## config.mk

```make
export PLATFORM = sky130hd
export DESIGN_NAME = frac_tick_div
export DESIGN_NICKNAME = d
export VERILOG_FILES = /design/src/rtl/fdiv_pkg.sv /design/src/rtl/fdiv_src_mux.sv /design/src/rtl/fdiv_frac_step.sv /design/src/rtl/fdiv_period_ctr.sv /design/src/rtl/frac_tick_div.sv
export SDC_FILE = /design/constraint.sdc
export NUM_CORES = 1
export LEC_CHECK = 0
export ABC_AREA = 1
export BUFFER_PORTS_ARGS = -buffer_cell sky130_fd_sc_hd__clkbuf_2
export CAP_MARGIN = 20
export CORE_MARGIN = 3
export CORE_UTILIZATION = 45
export DETAILED_ROUTE_END_ITERATION = 12
export PLACE_DENSITY = 0.75
export SKIP_LAST_GASP = 1
export SLEW_MARGIN = 20
export SYNTH_ARGS = -nofsm -noshare
export SYNTH_HDL_FRONTEND = slang
export SYNTH_SLANG_ARGS = --single-unit
```

## constraint.sdc

```tcl
create_clock -name clk -period 3.6 [get_ports clk]
set_input_delay 1.08 -clock clk [delete_from_list [all_inputs] [get_ports clk]]
set_output_delay 1.08 -clock clk [all_outputs]
set_load 0.05 [all_outputs]
```

## src/rtl/fdiv_pkg.sv

```systemverilog
package fdiv_pkg;
    parameter int INT_W = 8;
    parameter int FRAC_W = 6;
    parameter int SRC_N = 2;
    localparam int LEN_W = INT_W + 1;
    localparam int ACC_W = FRAC_W + 1;
    localparam int SEL_W = (SRC_N > 1) ? $clog2(SRC_N) : 1;

    typedef struct packed {
        logic [SEL_W-1:0]  src_sel;
        logic [INT_W-1:0]  div_int;
        logic [FRAC_W-1:0] num;
        logic [FRAC_W-1:0] den;
    } fdiv_cfg_t;

    typedef struct packed {
        logic [LEN_W-1:0] len;
        logic [ACC_W-1:0] acc;
    } fdiv_step_t;
endpackage

```

## src/rtl/fdiv_src_mux.sv

```systemverilog
module fdiv_src_mux
    import fdiv_pkg::*;
(
    input  logic [SRC_N-1:0] src_ticks,
    input  logic [SEL_W-1:0] sel,
    output logic             tick
);
    always_comb begin
        tick = 1'b0;
        for (int i = 0; i < SRC_N; i++) begin
            if (sel == SEL_W'(i)) begin
                tick = src_ticks[i];
            end
        end
    end
endmodule

```

## src/rtl/fdiv_frac_step.sv

```systemverilog
module fdiv_frac_step
    import fdiv_pkg::*;
(
    input  fdiv_cfg_t        cur_cfg,
    input  fdiv_cfg_t        new_cfg,
    input  logic [ACC_W-1:0] acc_in,
    output fdiv_step_t       nxt
);
    logic [LEN_W-1:0] n_eff;
    logic [ACC_W-1:0] num_w;
    logic [ACC_W-1:0] den_w;
    logic [ACC_W-1:0] base;
    logic [ACC_W-1:0] sum;
    logic             frac_on;
    logic             full_on;

    always_comb begin
        n_eff   = (new_cfg.div_int == '0) ? LEN_W'(1) : LEN_W'(new_cfg.div_int);
        num_w   = ACC_W'(new_cfg.num);
        den_w   = ACC_W'(new_cfg.den);
        base    = (new_cfg == cur_cfg) ? acc_in : '0;
        sum     = base + num_w;
        frac_on = (num_w != '0) && (den_w != '0) && (num_w < den_w);
        full_on = (num_w != '0) && (den_w != '0) && !frac_on;
        nxt.len = n_eff;
        nxt.acc = '0;
        if (frac_on) begin
            if (sum >= den_w) begin
                nxt.len = n_eff + LEN_W'(1);
                nxt.acc = sum - den_w;
            end else begin
                nxt.acc = sum;
            end
        end else if (full_on) begin
            nxt.len = n_eff + LEN_W'(1);
        end
    end
endmodule

```

## src/rtl/fdiv_period_ctr.sv

```systemverilog
module fdiv_period_ctr
    import fdiv_pkg::*;
(
    input  logic             clk,
    input  logic             rst_n,
    input  logic             run_en,
    input  logic             src_tick,
    input  fdiv_cfg_t        cfg_in,
    input  fdiv_step_t       step,
    output fdiv_cfg_t        cfg_cur,
    output logic [ACC_W-1:0] acc_cur,
    output logic             mod_tick,
    output logic             gated_off
);
    typedef struct packed {
        logic             run;
        logic [LEN_W-1:0] cnt;
        logic [LEN_W-1:0] len;
        logic [ACC_W-1:0] acc;
        fdiv_cfg_t        cfg;
        logic             tick;
    } ctr_state_t;

    ctr_state_t st_d, st_q;
    logic       boundary;

    always_comb begin
        st_d     = st_q;
        boundary = st_q.run && src_tick && (st_q.cnt == st_q.len - LEN_W'(1));
        if (!st_q.run) begin
            st_d.cnt = '0;
            st_d.len = LEN_W'(1);
            st_d.acc = '0;
        end else if (src_tick) begin
            if (boundary) begin
                st_d.cnt = '0;
                st_d.len = step.len;
                st_d.acc = step.acc;
                st_d.cfg = cfg_in;
            end else begin
                st_d.cnt = st_q.cnt + LEN_W'(1);
            end
        end
        st_d.tick = boundary;
        st_d.run  = run_en;
    end

    always_ff @(posedge clk or negedge rst_n) begin
        if (!rst_n) begin
            st_q.run  <= 1'b1;
            st_q.cnt  <= '0;
            st_q.len  <= LEN_W'(1);
            st_q.acc  <= '0;
            st_q.cfg  <= '0;
            st_q.tick <= 1'b0;
        end else begin
            st_q <= st_d;
        end
    end

    assign cfg_cur   = st_q.cfg;
    assign acc_cur   = st_q.acc;
    assign mod_tick  = st_q.tick;
    assign gated_off = !st_q.run;

    logic [LEN_W-1:0] n_chk;
    assign n_chk = (st_q.cfg.div_int == '0) ? LEN_W'(1) : LEN_W'(st_q.cfg.div_int);

    // counter always inside the current period
    p_cnt_in_period_r9: assert property (@(posedge clk) disable iff (!rst_n)
        st_q.cnt < st_q.len);

    // a tick follows a sampled selected source tick
    p_tick_cause_r9: assert property (@(posedge clk) disable iff (!rst_n)
        mod_tick |-> $past(src_tick));

    // accumulator stays below the denominator
    p_acc_bound_r3: assert property (@(posedge clk) disable iff (!rst_n)
        (st_q.cfg.num != '0 && st_q.cfg.den != '0 && st_q.cfg.num < st_q.cfg.den)
        |-> (st_q.acc < ACC_W'(st_q.cfg.den)));

    // integer-only settings give length N (startup length 1 excepted)
    p_int_len_r4: assert property (@(posedge clk) disable iff (!rst_n)
        ((st_q.cfg.num == '0 || st_q.cfg.den == '0) && st_q.len != LEN_W'(1))
        |-> (st_q.len == n_chk));

    // over-unity fraction stretches every period
    p_full_len_r6: assert property (@(posedge clk) disable iff (!rst_n)
        (st_q.cfg.den != '0 && st_q.cfg.num >= st_q.cfg.den && st_q.len != LEN_W'(1))
        |-> (st_q.len == n_chk + LEN_W'(1)));

    // stored settings change only at a period end
    p_cfg_hold_r7: assert property (@(posedge clk) disable iff (!rst_n)
        !$past(boundary) |-> $stable(st_q.cfg));

    // no tick after a gated cycle
    p_gate_quiet_r8: assert property (@(posedge clk) disable iff (!rst_n)
        $past(gated_off) |-> !mod_tick);
endmodule

```

## src/rtl/frac_tick_div.sv

```systemverilog
module frac_tick_div
    import fdiv_pkg::*;
(
    input  logic              clk,
    input  logic              rst_n,
    input  logic              run_en,
    input  logic [SEL_W-1:0]  src_sel,
    input  logic [INT_W-1:0]  div_int,
    input  logic [FRAC_W-1:0] frac_num,
    input  logic [FRAC_W-1:0] frac_den,
    input  logic              xtal_tick,
    input  logic              rc_tick,
    output logic              mod_tick,
    output logic              gated_off
);
    fdiv_cfg_t        cfg_in;
    fdiv_cfg_t        cfg_cur;
    fdiv_step_t       step;
    logic [ACC_W-1:0] acc_cur;
    logic             src_tick;

    assign cfg_in.src_sel = src_sel;
    assign cfg_in.div_int = div_int;
    assign cfg_in.num     = frac_num;
    assign cfg_in.den     = frac_den;

    fdiv_src_mux u_mux (
        .src_ticks ({rc_tick, xtal_tick}),
        .sel       (cfg_cur.src_sel),
        .tick      (src_tick)
    );

    fdiv_frac_step u_step (
        .cur_cfg (cfg_cur),
        .new_cfg (cfg_in),
        .acc_in  (acc_cur),
        .nxt     (step)
    );

    fdiv_period_ctr u_ctr (
        .clk       (clk),
        .rst_n     (rst_n),
        .run_en    (run_en),
        .src_tick  (src_tick),
        .cfg_in    (cfg_in),
        .step      (step),
        .cfg_cur   (cfg_cur),
        .acc_cur   (acc_cur),
        .mod_tick  (mod_tick),
        .gated_off (gated_off)
    );
endmodule

```

==> results_dict.tcl, run 1 <==
set metrics [dict create \
    outcome "finished, violations left" \
    failed_checks "setup timing" \
    grt.met1_usage_pct 27.7 \
    netlist_area_um2 3790 \
    hold_violations 0 \
    vias 4096 \
    syn_inst 557 \
    startpoint_type "input port" \
    cellLeakagePower_nw 2.71 \
    dieHeight_um 97.8 \
    fin_skew_ns 0.0194 \
    worst_pin_slew_ns 0.624 \
    grt_usage_pct 22.3 \
    holdWs_ns 0.486 \
    grt_overflow_total 0 \
    crit_path_end_kind "flip-flop" \
    p_int_mw 1.45 \
    postCtsHoldBufs 0 \
    gr-usage-met3_pct 3.86 \
    num_antenna_cells 0 \
    grt_pass1_vias 4044 \
    required_ns 3.82 \
    fin_crit_sh_pct 118 \
    yosysWarnings 0 \
    utilization_pct 63.4 \
    port_buffers 27 \
    die_w_um 97.8 \
    rsz0062_at_grt "yes" \
    wl_per_cell_um 14.2 \
    drtIter0Drc 217 \
    hold_class "reg2reg" \
    gp_congestion 0.972 \
    yosysUniqueCellTypes 35 \
    max_cap_violations 0 \
    fin_crit_ns 4.26 \
    start_util_pct 47.6 \
    slew_violations 0 \
    ctsHtreeMaxLevel 2 \
    die_area_um2 9570 \
    clock_latency_ns 0.32 \
    crit_type "in2reg" \
    wirelength_um 11000 \
    ant_nets 0 \
    io_pins 28 \
    viasPerCell 5.28 \
    grt_pass1_wl_um 18000 \
    ir_drop_v 0.000291 \
    place_worst_setup_slack_ns -0.987 \
    mappedNetlistNets 604 \
    ys_ff_latch 48 \
    final.setup.worst_slack_ns -0.661 \
    p_sw_mw 1.14 \
    grt_antenna_before_repair 0 \
    place_area_um2 4520 \
    finalInstanceArea_um2 5050 \
    layout-drive-gt1-share_pct 29.2 \
    tritoncts "yes" \
    fp.coreArea_um2 7970 \
    p_seq_share_pct 34.1 \
    cp_max_fo 8 \
    grt_busiest_layer "met2" \
    seq_area_frac_synth_pct 31.7 \
    syn_avg_cell_area_um2 6.81 \
    combinationalPowerShare_pct 49.5 \
    maxSlewHeadroom_pct 58.4 \
    switching_share_pct 44.0 \
    grt_start_max_net_pins 49 \
    clk_pin_slew_worst_paths_ns 0.10 \
    cp_data_arrival_time_ns 4.48 \
    setup_viol 16 \
    powerDensity_nw_per_um2 512 \
    cts_inserted_buffers 5 \
    finalNetCount 720 \
    num-fill-cells 666 \
    hpwl_um 7590 \
    drc 0 \
    rows 32 \
    pwr-share-clk_pct 16.5 \
    grt.met2_usage_pct 38.8 \
    clk_path_buf_depth 2 \
    numClockSinks 48 \
    fmax_ghz 0.235 \
    clock-root-buffer "clkbuf_8" \
    drt_pass1_iterations 5 \
    syn_to_final_growth_pct 33.2 \
]
per-stage QoR:
stage / TNS, ns / instances / total power [mW]
3_3_place_gp: -12.94 / 741 / 1.93
6_report: -9.90 / 776 / 2.59
2_1_floorplan: -9.60 / 557 / 1.67
5_1_grt: -12.68 / 776 / 2.81
4_1_cts: -6.68 / 769 / 2.50
3_5_place_dp: -15.08 / 741 / 1.99
Yosys cell counts, drive strengths merged:
cell    count  area [um2]
a21boi      1        7.51
a21oi      13        65.1
buf         6        38.8
clkbuf      3        11.3
clkinv      1        3.75
dfrtp      46        1150
dfstp       2        52.6
fa          2        40.0
ha         19         238
inv        84         315
nand2     173         652
nand3      48         250
nand3b      1        7.51
nand4       9        56.3
nor2       54         213
nor3       12         105
nor4        3        18.8
o211ai      2        15.0
o21a        1        7.51
o21ai      31         155
o21bai      1        7.51
o22ai       6        37.5
o31ai       1        7.51
or2         3        18.8
xnor2       7        61.3
xnor3       1        22.5
xor2       27         236
kinds of logic after synthesis:
kind of cell               count (synthesis)  synth area share, %
AOI/OAI and AO/OA                         56                 7.98
xor gates and xnor gates                  35                 8.44
adders and majority gates                 21                 7.32
buffers and inverters                     94                 9.73
DFF                                       48                 31.7
and+or+nand+nor                          303                 34.8
registers in the layout, indices dropped and copies added (netlist names):
| register | flops |
|---|---|
| u_ctr.acc_cur | 7 |
| u_ctr.cfg_cur | 21 |
| u_ctr.mod_tick | 1 |
| u_ctr.st_q | 19 |
placed cells by master (no fill, tap or decap), types with 2 or more instances in the layout:
master | netlist | layout
nand2_1 | 172 | 157
buf_4 | 1 | 93
inv_1 | 82 | 75
dfrtp_1 | 46 | 46
nand3_1 | 46 | 42
nor2_1 | 50 | 41
xor2_1 | 27 | 26
o21ai_0 | 20 | 19
clkbuf_2 | 0 | 19
nand2_2 | 1 | 15
ha_1 | 19 | 15
o21ai_1 | 11 | 11
nor3_2 | 9 | 9
nand4_1 | 9 | 9
inv_2 | 2 | 8
nor2_2 | 4 | 8
a21oi_1 | 13 | 8
xnor2_1 | 7 | 7
nand3_2 | 2 | 6
o22ai_1 | 6 | 6
clkbuf_8 | 0 | 6
nor2_4 | 0 | 5
a21oi_2 | 0 | 4
or2_2 | 3 | 3
nor4_1 | 3 | 3
nor3_1 | 3 | 3
ha_4 | 0 | 3
buf_6 | 1 | 3
o211ai_1 | 2 | 2
dfstp_2 | 2 | 2
area by class of cell:
| cell class | instances | area [um2] | share of cell area, % |
|---|---|---|---|
| clock buffers | 5 | 68.8 | 1.36 |
| clock inverters | 3 | 46.3 | 0.916 |
| inverters | 85 | 322 | 6.36 |
| multi-input cells | 415 | 2430 | 48.0 |
| flip-flops and latches | 48 | 1200 | 23.8 |
| well taps | 102 | 128 | 2.52 |
| repair buffers | 118 | 861 | 17.0 |
worst paths after layout:
path,endpoint,depth (start not counted),slack (ns),from
min,u_ctr.acc_cur[2],2,0.49,u_ctr.acc_cur[2]
max,u_ctr.st_q[31],26,-0.66,div_int[1]
max in group asynchronous,u_ctr.acc_cur[6],2,2.32,rst_n
min reg2reg,u_ctr.acc_cur[2],2,0.49,u_ctr.acc_cur[2]
max reg2reg,u_ctr.st_q[31],25,-0.24,u_ctr.cfg_cur[13]
min in group asynchronous,u_ctr.cfg_cur[12],2,0.85,rst_n
per-layer routing:
layer	routed length, um	vias up
met4	409	0
met2	5660	134
met1	4430	1937
met3	523	37
li1	-	1988
met5	0	-
critical path, stage by stage:
cell      delay, ns
buf_4          0.11
inv_2          0.04
nand2_2        0.05
nand2_2        0.06
nor2_4         0.17
nand3_2        0.13
nor2_4         0.13
nand2_2        0.08
buf_4          0.16
nor2_2         0.08
ha_1           0.23
buf_4          0.14
inv_1          0.06
o31ai_4        0.26
xor2_1         0.24
inv_1          0.11
ha_4           0.25
a21oi_1        0.16
o211ai_1       0.16
a21oi_2        0.24
nand3_2        0.13
buf_6          0.16
nand2_1        0.06
nand3_1        0.07
nand2_1        0.07
nand2_1        0.04
power by group through the flow:
stage / Combinational (mW) / Clock [mW] / Sequential (mW)
6_report: 1.28 / 0.426 / 0.882
5_1_grt: 1.45 / 0.458 / 0.908
4_1_cts: 1.18 / 0.433 / 0.879
3_5_place_dp: 1.11 / 0 / 0.888
3_3_place_gp: 1.05 / 0 / 0.875
2_1_floorplan: 0.808 / 0 / 0.865
repair_timing:
action / in CTS / in global routing
setup buffers: 20 / 7
pin swaps: 8 / 14
resized for setup: 19 / 49
setup endpoints to repair: 16 / 16
Note: power is estimated with default switching activity, not from simulation.
==> inputs of run 2 (changes only) <==
--- a/config.mk
+++ b/config.mk
@@ -9,9 +9,9 @@
 export BUFFER_PORTS_ARGS = -buffer_cell sky130_fd_sc_hd__clkbuf_2
 export CAP_MARGIN = 20
 export CORE_MARGIN = 3
-export CORE_UTILIZATION = 45
+export CORE_UTILIZATION = 40
 export DETAILED_ROUTE_END_ITERATION = 12
-export PLACE_DENSITY = 0.75
+export PLACE_DENSITY = 0.69
 export SKIP_LAST_GASP = 1
 export SLEW_MARGIN = 20
 export SYNTH_ARGS = -nofsm -noshare
==> run 2 against run 1 <==
The run still ends with setup timing left. Routed wire length decreased by 5.0%. Via count decreased by 4.1%. Final area increased by 0.12%. Worst setup slack got worse by 0.037 ns. Clock power increased by 14%. Power increased by 0.79%. Largest power group unchanged. Critical endpoint is now u_ctr.st_q[35]. Fmax decreased by 0.85%. Cell count increased by 2.1%.
==> results_dict.tcl, run 2 (synthesis results as in run 1) <==
set metrics [dict create \
    outcome "finished, violations left" \
    failed_checks "setup timing" \
    slowest_delay_ns 0.42 \
    clk_path_buf_depth 2 \
    die_w_um 103 \
    drc 0 \
    final.setup.worst_slack_ns -0.698 \
    p_seq_share_pct 33.6 \
    clock-root-buffer "clkbuf_8" \
    ctsHtreeMaxLevel 2 \
    setup_viol 16 \
    cellLeakagePower_nw 2.70 \
    combinationalPowerShare_pct 47.7 \
    viasPerCell 4.96 \
    worst_pin_slew_ns 0.596 \
    fin_crit_ns 4.30 \
    cts_inserted_buffers 5 \
    dieHeight_um 103 \
    holdWs_ns 0.491 \
    grt_pass1_wl_um 17000 \
    cp_slowest_cell "fa_2" \
    hold_class "reg2reg" \
    io_pins 28 \
    powerDensity_nw_per_um2 516 \
    tritoncts "yes" \
    wl_per_cell_um 13.2 \
    maxSlewHeadroom_pct 60.2 \
    hpwl_um 7730 \
    clk_pin_slew_worst_paths_ns 0.10 \
    cp_max_fo 11 \
    grt_overflow_total 0 \
    switching_share_pct 42.6 \
    p_sw_mw 1.11 \
    fmax_ghz 0.233 \
    gp_congestion 1.03 \
    layout_commonest_cell "nand2_1" \
    start_util_pct 42.3 \
    die_area_um2 10700 \
    ir_drop_v 0.000280 \
    grt_start_max_net_pins 51 \
    fin_crit_sh_pct 119 \
    ant_nets 0 \
    crit_path_end_kind "flip-flop" \
    grt_pass1_vias 3734 \
    utilization_pct 56.4 \
    drt_pass1_iterations 5 \
    layout-drive-gt1-share_pct 29.7 \
    clock_latency_ns 0.32 \
    hold_violations 0 \
    grt_antenna_before_repair 0 \
    final_cells 792 \
    largest_reg_flops 21 \
    drtIter0Drc 213 \
    wirelength_um 10500 \
    pwr-share-clk_pct 18.7 \
    finalNetCount 712 \
    num_antenna_cells 0 \
    final_cell_mix "nand2_1 (149), buf_4 (82), inv_1 (73)" \
    rsz0062_at_grt "yes" \
    port_buffers 27 \
    syn_to_final_growth_pct 33.4 \
    fin_skew_ns 0.00927 \
    p_int_mw 1.50 \
    dp.cells 763 \
    fp.coreArea_um2 8980 \
    grt_usage_pct 20.2 \
    startpoint_type "input port" \
    slew_violations 0 \
    numClockSinks 48 \
    vias 3927 \
    max_cap_violations 0 \
    power.total_mw 2.61 \
    required_ns 3.82 \
    cp_common_cell "nand2_1" \
    cp_data_arrival_time_ns 4.51 \
    crit_type "in2reg" \
    rows 34 \
]
## run 2: changes by cell type in the layout (fill, tap and decap cells not counted), moves of 2 or more
cell     delta
nand3_4     +2
ha_1        +2
buf_6       +2
ha_4        -2
nand2_4     +4
inv_2       +2
nand2_1     -8
nand3_1     -2
buf_4      -11
nand2_2     +4
inv_1       -2
## run 2: timing repair
item                                    CTS  global route
hold buffers                              0             0
endpoints found under the setup margin   16            16
hold endpoints to repair                  0             0
gates cloned                              1             0
gates resized for setup                  36            46
pin swaps                                18            35
setup buffers                            10            11
## run 2: worst paths after layout
check	to	start	slack, ns	depth (start not counted)
hold / removal	u_ctr.acc_cur[5]	u_ctr.acc_cur[5]	0.49	2
min in group asynchronous	u_ctr.cfg_cur[17]	rst_n	0.75	1
hold reg to reg	u_ctr.acc_cur[5]	u_ctr.acc_cur[5]	0.49	2
setup reg to reg	u_ctr.st_q[35]	u_ctr.cfg_cur[14]	-0.30	27
max in group asynchronous	u_ctr.st_q[47]	rst_n	2.05	2
setup / recovery	u_ctr.st_q[35]	frac_num[3]	-0.70	27
## run 2: metrics by stage
step | area [um2] | worst slack [ns] | setup TNS (ns)
2_1_floorplan | 3830 | -0.676 | -9.60
3_3_place_gp | 4540 | -1.04 | -15.38
3_5_place_dp | 4540 | -1.21 | -18.22
4_1_cts | 4870 | -0.497 | -7.52
5_1_grt | 5060 | -0.884 | -13.42
6_report | 5060 | -0.698 | -10.44
## run 2: critical path, delay by kind of cell
kind,cells,cell delay (ns)
AND/OR/NAND/NOR,13,1.11
adder cells (fa/ha/maj),3,0.92
XOR/XNOR,1,0.25
buffers and inverters,7,0.65
AO/OA/AOI/OAI,3,0.50
## run 2: area by class of cell
| class | count | area (um2) |
|---|---|---|
| Multi-Input combinational cell | 416 | 2450 |
| Inverter | 85 | 322 |
| Timing Repair Buffer | 109 | 792 |
| Fill cell | 831 | 3920 |
| Clock buffer | 5 | 68.8 |
| Sequential cell | 48 | 1200 |
| Clock inverter | 3 | 68.8 |
| Tap cell | 126 | 158 |
## run 2: power by group through the flow
stage	combinational (mW)	clock, mW	sequential [mW]
2_1_floorplan	0.808	0	0.865
3_3_place_gp	1.06	0	0.876
3_5_place_dp	1.10	0	0.885
4_1_cts	1.17	0.501	0.877
5_1_grt	1.41	0.525	0.905
6_report	1.25	0.487	0.878
## run 2: layer usage
layer / global-route usage, % / routed length [um] / vias up
li1: - / - / 1975
met1: 24.4 / 4500 / 1840
met2: 36.5 / 5250 / 96
met3: 3.29 / 504 / 16
met4: 6.57 / 214 / 0
met5: 0 / 0 / -
